$ cat config.mk
export PLATFORM = sky130hd
export DESIGN_NAME = pwm_timer_ch
export DESIGN_NICKNAME = d
export VERILOG_FILES = /design/src/rtl/pwm_tmr_pkg.sv /design/src/rtl/pwm_regs.sv /design/src/rtl/pwm_prescaler.sv /design/src/rtl/pwm_period.sv /design/src/rtl/pwm_timer_ch.sv
export SDC_FILE = /design/constraint.sdc
export NUM_CORES = 1
export LEC_CHECK = 0
export BUFFER_PORTS_ARGS = -buffer_cell sky130_fd_sc_hd__buf_2
export CAP_MARGIN = 10
export CORE_AREA = 2 2 111 113
export DETAILED_ROUTE_END_ITERATION = 16
export DIE_AREA = 0 0 113 115
export PLACE_DENSITY_LB_ADDON = 0.08
export SLEW_MARGIN = 30
export SYNTH_ARGS = -nofsm -noshare
export SYNTH_HDL_FRONTEND = slang
export SYNTH_HIERARCHICAL = 1
export SYNTH_SLANG_ARGS = --single-unit
$ cat constraint.sdc
create_clock -name clk -period 3.45 [get_ports clk]
set_clock_uncertainty 0.15 [all_clocks]
set_input_delay 0.345 -clock clk [delete_from_list [all_inputs] [get_ports clk]]
set_output_delay 0.345 -clock clk [all_outputs]
set_load 0.005 [all_outputs]
$ cat src/rtl/pwm_tmr_pkg.sv
package pwm_tmr_pkg;

    // word select and field positions of the register port
    localparam int REG_SEL_BIT   = 2;
    localparam int CTRL_RUN_BIT  = 0;
    localparam int CTRL_HOLD_BIT = 11;
    localparam int CTRL_EXP0_BIT = 15;
    localparam int CTRL_EXPH_LO  = 16;
    localparam int CTRL_EXPH_HI  = 19;
    localparam int CNT_PER_LO    = 16;
    localparam int CNT_HIGH_LO   = 0;

    typedef enum logic {
        SEL_CTRL  = 1'b0,
        SEL_COUNT = 1'b1
    } reg_sel_e;

endpackage

$ cat src/rtl/pwm_regs.sv
module pwm_regs
    import pwm_tmr_pkg::*;
#(
    parameter int ADDR_W  = 4,
    parameter int CNT_W   = 10,
    parameter int MAX_EXP = 24,
    parameter int EXP_W   = 5
) (
    input  logic              clk,
    input  logic              rst_n,
    input  logic [ADDR_W-1:0] bus_addr,
    input  logic              bus_we,
    input  logic [31:0]       bus_wdata,
    input  logic              active_ok,
    output logic [31:0]       bus_rdata,
    output logic              run,
    output logic              hold,
    output logic              hold_fall,
    output logic [EXP_W-1:0]  stg_exp,
    output logic [CNT_W-1:0]  stg_per,
    output logic [CNT_W-1:0]  stg_high
);

    typedef struct packed {
        logic             run;
        logic             hold;
        logic [EXP_W-1:0] exp;
        logic [CNT_W-1:0] per;
        logic [CNT_W-1:0] high;
    } regs_t;

    regs_t    regs_d, regs_q;
    reg_sel_e sel;
    logic [4:0]       exp_raw;
    logic [CNT_W-1:0] per_w, high_w;
    logic             unused_in;

    assign unused_in = ^{bus_wdata, bus_addr};

    always_comb begin
        regs_d    = regs_q;
        hold_fall = 1'b0;
        sel       = reg_sel_e'(bus_addr[REG_SEL_BIT]);
        exp_raw   = {bus_wdata[CTRL_EXPH_HI:CTRL_EXPH_LO], bus_wdata[CTRL_EXP0_BIT]};
        per_w     = bus_wdata[CNT_PER_LO +: CNT_W];
        high_w    = bus_wdata[CNT_HIGH_LO +: CNT_W];

        if (bus_we && sel == SEL_CTRL) begin
            regs_d.run  = bus_wdata[CTRL_RUN_BIT] & active_ok;
            regs_d.hold = bus_wdata[CTRL_HOLD_BIT];
            hold_fall   = regs_q.hold & ~bus_wdata[CTRL_HOLD_BIT];
            if (int'(exp_raw) > MAX_EXP) begin
                regs_d.exp = EXP_W'(MAX_EXP);
            end else begin
                regs_d.exp = EXP_W'(exp_raw);
            end
        end

        if (bus_we && sel == SEL_COUNT) begin
            if (per_w != '0 && high_w != '0) begin
                regs_d.per  = per_w;
                regs_d.high = high_w;
            end
        end

        bus_rdata = '0;
        if (sel == SEL_CTRL) begin
            bus_rdata[CTRL_RUN_BIT]                = regs_q.run;
            bus_rdata[CTRL_HOLD_BIT]               = regs_q.hold;
            bus_rdata[CTRL_EXP0_BIT]               = regs_q.exp[0];
            bus_rdata[CTRL_EXPH_HI:CTRL_EXPH_LO]   = 4'(regs_q.exp >> 1);
        end else begin
            bus_rdata[CNT_PER_LO +: CNT_W]  = regs_q.per;
            bus_rdata[CNT_HIGH_LO +: CNT_W] = regs_q.high;
        end
    end

    always_ff @(posedge clk) begin
        if (!rst_n) begin
            regs_q <= '0;
        end else begin
            regs_q <= regs_d;
        end
    end

    assign run      = regs_q.run;
    assign hold     = regs_q.hold;
    assign stg_exp  = regs_q.exp;
    assign stg_per  = regs_q.per;
    assign stg_high = regs_q.high;

endmodule

$ cat src/rtl/pwm_prescaler.sv
module pwm_prescaler #(
    parameter int EXP_W = 5,
    parameter int PRE_W = 24
) (
    input  logic             clk,
    input  logic             rst_n,
    input  logic             run,
    input  logic [EXP_W-1:0] exp,
    output logic             tick
);

    typedef struct packed {
        logic [PRE_W-1:0] cnt;
    } pre_t;

    pre_t pre_d, pre_q;
    logic [PRE_W-1:0] mask;

    always_comb begin
        mask  = ~({PRE_W{1'b1}} << exp);
        tick  = run && ((pre_q.cnt & mask) == mask);
        pre_d = pre_q;
        if (!run || tick) begin
            pre_d.cnt = '0;
        end else begin
            pre_d.cnt = pre_q.cnt + PRE_W'(1);
        end
    end

    always_ff @(posedge clk) begin
        if (!rst_n) begin
            pre_q <= '0;
        end else begin
            pre_q <= pre_d;
        end
    end

endmodule

$ cat src/rtl/pwm_period.sv
module pwm_period #(
    parameter int CNT_W = 10,
    parameter int EXP_W = 5
) (
    input  logic             clk,
    input  logic             rst_n,
    input  logic             run,
    input  logic             tick,
    input  logic             hold_fall,
    input  logic [CNT_W-1:0] stg_per,
    input  logic [CNT_W-1:0] stg_high,
    input  logic [EXP_W-1:0] stg_exp,
    output logic             pwm_out,
    output logic             active_ok,
    output logic [EXP_W-1:0] act_exp,
    output logic             pend,
    output logic [CNT_W-1:0] act_per,
    output logic [CNT_W-1:0] act_high,
    output logic [CNT_W-1:0] cnt
);

    typedef struct packed {
        logic             pend;
        logic [CNT_W-1:0] per;
        logic [CNT_W-1:0] high;
        logic [EXP_W-1:0] exp;
        logic [CNT_W-1:0] cnt;
    } per_t;

    per_t per_d, per_q;
    logic last, boundary, load;

    always_comb begin
        per_d    = per_q;
        last     = (per_q.cnt == per_q.per - CNT_W'(1));
        boundary = run & tick & last;
        load     = per_q.pend & (~run | boundary);

        if (!run) begin
            per_d.cnt = '0;
        end else if (tick) begin
            per_d.cnt = last ? '0 : per_q.cnt + CNT_W'(1);
        end

        if (load) begin
            per_d.per  = stg_per;
            per_d.high = stg_high;
            per_d.exp  = stg_exp;
            per_d.pend = 1'b0;
        end
        if (hold_fall) begin
            per_d.pend = 1'b1;
        end

        pwm_out   = run & (per_q.cnt < per_q.high);
        active_ok = (per_q.per != '0) & (per_q.high != '0);
    end

    always_ff @(posedge clk) begin
        if (!rst_n) begin
            per_q <= '0;
        end else begin
            per_q <= per_d;
        end
    end

    assign act_exp  = per_q.exp;
    assign pend     = per_q.pend;
    assign act_per  = per_q.per;
    assign act_high = per_q.high;
    assign cnt      = per_q.cnt;

endmodule

$ cat src/rtl/pwm_timer_ch.sv
module pwm_timer_ch #(
    parameter int ADDR_W  = 4,
    parameter int CNT_W   = 10,
    parameter int MAX_EXP = 24
) (
    input  logic              clk,
    input  logic              rst_n,
    input  logic [ADDR_W-1:0] bus_addr,
    input  logic              bus_we,
    input  logic [31:0]       bus_wdata,
    output logic [31:0]       bus_rdata,
    output logic              pwm_out
);

    localparam int EXP_W = $clog2(MAX_EXP + 1);
    localparam int PRE_W = (MAX_EXP > 0) ? MAX_EXP : 1;

    logic             run_w, hold_w, hold_fall_w, active_ok_w, tick_w, pend_w;
    logic [EXP_W-1:0] stg_exp_w, act_exp_w;
    logic [CNT_W-1:0] stg_per_w, stg_high_w, act_per_w, act_high_w, cnt_w;

    pwm_regs #(
        .ADDR_W (ADDR_W),
        .CNT_W  (CNT_W),
        .MAX_EXP(MAX_EXP),
        .EXP_W  (EXP_W)
    ) u_regs (
        .clk      (clk),
        .rst_n    (rst_n),
        .bus_addr (bus_addr),
        .bus_we   (bus_we),
        .bus_wdata(bus_wdata),
        .active_ok(active_ok_w),
        .bus_rdata(bus_rdata),
        .run      (run_w),
        .hold     (hold_w),
        .hold_fall(hold_fall_w),
        .stg_exp  (stg_exp_w),
        .stg_per  (stg_per_w),
        .stg_high (stg_high_w)
    );

    pwm_prescaler #(
        .EXP_W(EXP_W),
        .PRE_W(PRE_W)
    ) u_pre (
        .clk  (clk),
        .rst_n(rst_n),
        .run  (run_w),
        .exp  (act_exp_w),
        .tick (tick_w)
    );

    pwm_period #(
        .CNT_W(CNT_W),
        .EXP_W(EXP_W)
    ) u_period (
        .clk      (clk),
        .rst_n    (rst_n),
        .run      (run_w),
        .tick     (tick_w),
        .hold_fall(hold_fall_w),
        .stg_per  (stg_per_w),
        .stg_high (stg_high_w),
        .stg_exp  (stg_exp_w),
        .pwm_out  (pwm_out),
        .active_ok(active_ok_w),
        .act_exp  (act_exp_w),
        .pend     (pend_w),
        .act_per  (act_per_w),
        .act_high (act_high_w),
        .cnt      (cnt_w)
    );

endmodule

==> impl_metrics.tcl <==
set metrics [dict create \
    vias 4000 \
    die_w_um 113 \
    rr_startpoint "u_period/act_exp[3]$_SDFFE_PN0P_" \
    drv_cap 0 \
    violations "DRC" \
    rows 40 \
    coreArea_um2 11800 \
    synthTopCellsByArea "dfxtp_1, nand2_1, a211oi_2" \
    synth_edf_count 0 \
    min_from "bus_wdata[5]" \
    htreeDepth 3 \
    drive_gt1_share_pct 20.9 \
    wire_per_inst_um 14.9 \
    ys.flop_type "dfxtp_1" \
    status "finished with violations" \
    drc 1 \
    nNetsFinal 657 \
    cts.repair.resized 0 \
    cts_setup_buffers 0 \
    startpoint_type "register" \
    area_growth_pct 8.38 \
    crit_required_ns 2.95 \
    cts_tree "done" \
    worstPathMaxFanout 3 \
    clk_path_buf_depth 2 \
    yosysMostFrequentCell "dfxtp_1" \
    drt_iter0_drc 201 \
    first_pass_iters 10 \
    worst_pin_slew_ns 0.602 \
    synthArstFlopShare_pct 0 \
    dp_cells 742 \
    clock_sinks 87 \
    slew_viol_final 0 \
    grt_overflow 0 \
    critPathCaptureType "output port" \
    fin_crit_ns 2.83 \
    finalInstanceArea_um2 5610 \
    yosysWarnings 6 \
    clkLatencyLatePin_ns 0.33 \
    fin_setup_tns_ns 0 \
    first_global_vias 3677 \
    io_buffer_count 48 \
    grt_pass1_wl_um 19100 \
    drtAntennaViolNets 0 \
    n_antenna_cell 0 \
    antenna_found_initial 0 \
    via_per_inst 5.28 \
    vdd_ir_drop_max_mv 0.226 \
    detailed_place.area_um2 5290 \
    netlist_area_um2 5180 \
    finalHoldViolations 0 \
    rsz0062_at_grt "false" \
    synth.top_cell.area_share_pct 33.6 \
    cts_root_buffer "clkbuf_16" \
    hp-class "input pin to register" \
    globalplace.congestion 0.826 \
    p_total_mw 2.20 \
    wl_um 11300 \
    crit_type "register to output port" \
    p_leak_nw 2.02 \
    path_clk_slew_ns 0.06 \
    cts-buffers-inserted 9 \
    power_density_nw_per_um2 392 \
    relSlewSlack_pct 59.8 \
    num_io_pins 72 \
    ys_seq_elements 87 \
    fmax_ghz 0.353 \
    synthCells 577 \
    yosysSeqAreaShare_pct 33.6 \
    syn_avg_cell_area_um2 8.98 \
    ctsHoldBuffers 0 \
    synth_top_cells_by_count "dfxtp_1, nand2_1, nand3_1" \
    crit_start "u_period/act_high[1]$_SDFFE_PN0P_" \
    yosysUniqueCellTypes 69 \
    yosysTopAreaCell "dfxtp_1" \
    die_h_um 115 \
    setup_violations 0 \
    fin_cells 758 \
    crit_arrival_ns 2.34 \
    initial_utilization_pct 43.9 \
    fin_crit_sh_pct 82.0 \
    globalRouteTotalUtil_pct 18.2 \
    die_area_um2 13000 \
    dp_hpwl_um 8030 \
    post-route-util_pct 47.5 \
    grt_max_degree 68 \
]
[final timing paths]
kind                                                          to  slack, ns  cells after the start
worst max-delay path                                     pwm_out       0.62                      9
worst min register to register  u_period/act_exp[3]$_SDFFE_PN0P_       0.32                      2
worst max register to register  u_period/act_per[0]$_SDFFE_PN0P_       0.65                      9
worst min-delay path             u_regs/stg_high[5]$_SDFFE_PN0P_       0.11                      3
[registers in the layout, indices dropped and copies added, names as in the netlist, 5 cells and up]
| signal | count |
|---|---|
| u_period/act_exp | 5 |
| u_period/act_high | 10 |
| u_period/act_per | 10 |
| u_period/cnt | 10 |
| u_pre/pre_q | 24 |
| u_regs/stg_exp | 5 |
| u_regs/stg_high | 10 |
| u_regs/stg_per | 10 |
[cells by family (layout without fill, tap and decap cells)]
| family | count (synthesis) | count (layout) | share of synthesized area, % |
|---|---|---|---|
| AO/OA/AOI/OAI | 104 | 104 | 17.3 |
| XOR/XNOR | 40 | 40 | 6.76 |
| adder cells (fa/ha/maj) | 12 | 12 | 2.90 |
| buffers and inverters | 66 | 91 | 9.37 |
| flip-flops | 87 | 87 | 33.6 |
| multiplexers | 28 | 28 | 5.53 |
| other | 1 | 10 | 0.0724 |
| AND/OR/NAND/NOR | 239 | 239 | 24.5 |
[worst max-delay path: stages (launching register included)]
cell,delay (ns)
dfxtp_1,0.36
inv_1,0.07
ha_1,0.28
a21o_1,0.15
a21o_1,0.16
a21o_1,0.16
a21o_1,0.17
a2111oi_0,0.38
or3_1,0.17
buf_2,0.10
[placed cells by master, fill, tap and decap left out, drive strengths merged, types with 10 or more instances in the layout]
cell	instances
mux2i	23
buf	54
xnor2	22
dfxtp	87
conb	10
xor2	18
a21oi	14
clkbuf	13
nor2	24
ha	12
nor3	16
o21ai	32
a211oi	27
nand3	40
nand2	87
and2	21
inv	21
[per-stage QoR]
| stage | setup slack, ns | hold slack [ns] |
|---|---|---|
| 2_1_floorplan | 0.954 | 0.287 |
| 3_3_place_gp | 0.698 | 0.308 |
| 3_5_place_dp | 0.647 | 0.316 |
| 4_1_cts | 0.556 | 0.0996 |
| 5_1_grt | 0.406 | 0.119 |
| 6_report | 0.620 | 0.114 |
[area by class of cell]
type	count	area [µm²]
Clock buffer	13	260
Clock inverter	3	65.1
Fill cell	1190	6200
Inverter	21	78.8
Multi-Input combinational cell	433	2990
Sequential cell	87	1740
Tap cell	147	184
Timing Repair Buffer	54	298
[metal layers]
layer	routed length [µm]	up-vias	track usage (%)	part of all wire, %
met1	6200	1870	29.0	55
met4	64	0	6.59	0.57
li1	-	2068	-	-
met3	371	4	2.69	3.3
met2	4680	58	24.4	41
met5	0	-	0	0
[power breakdown]
group          switching [mW]  internal (mW)  total (mW)
combinational          0.0660         0.0464       0.112
clock                   0.383          0.673        1.06
sequential             0.0135           1.02        1.03
Note: power is estimated with default switching activity, not from simulation.
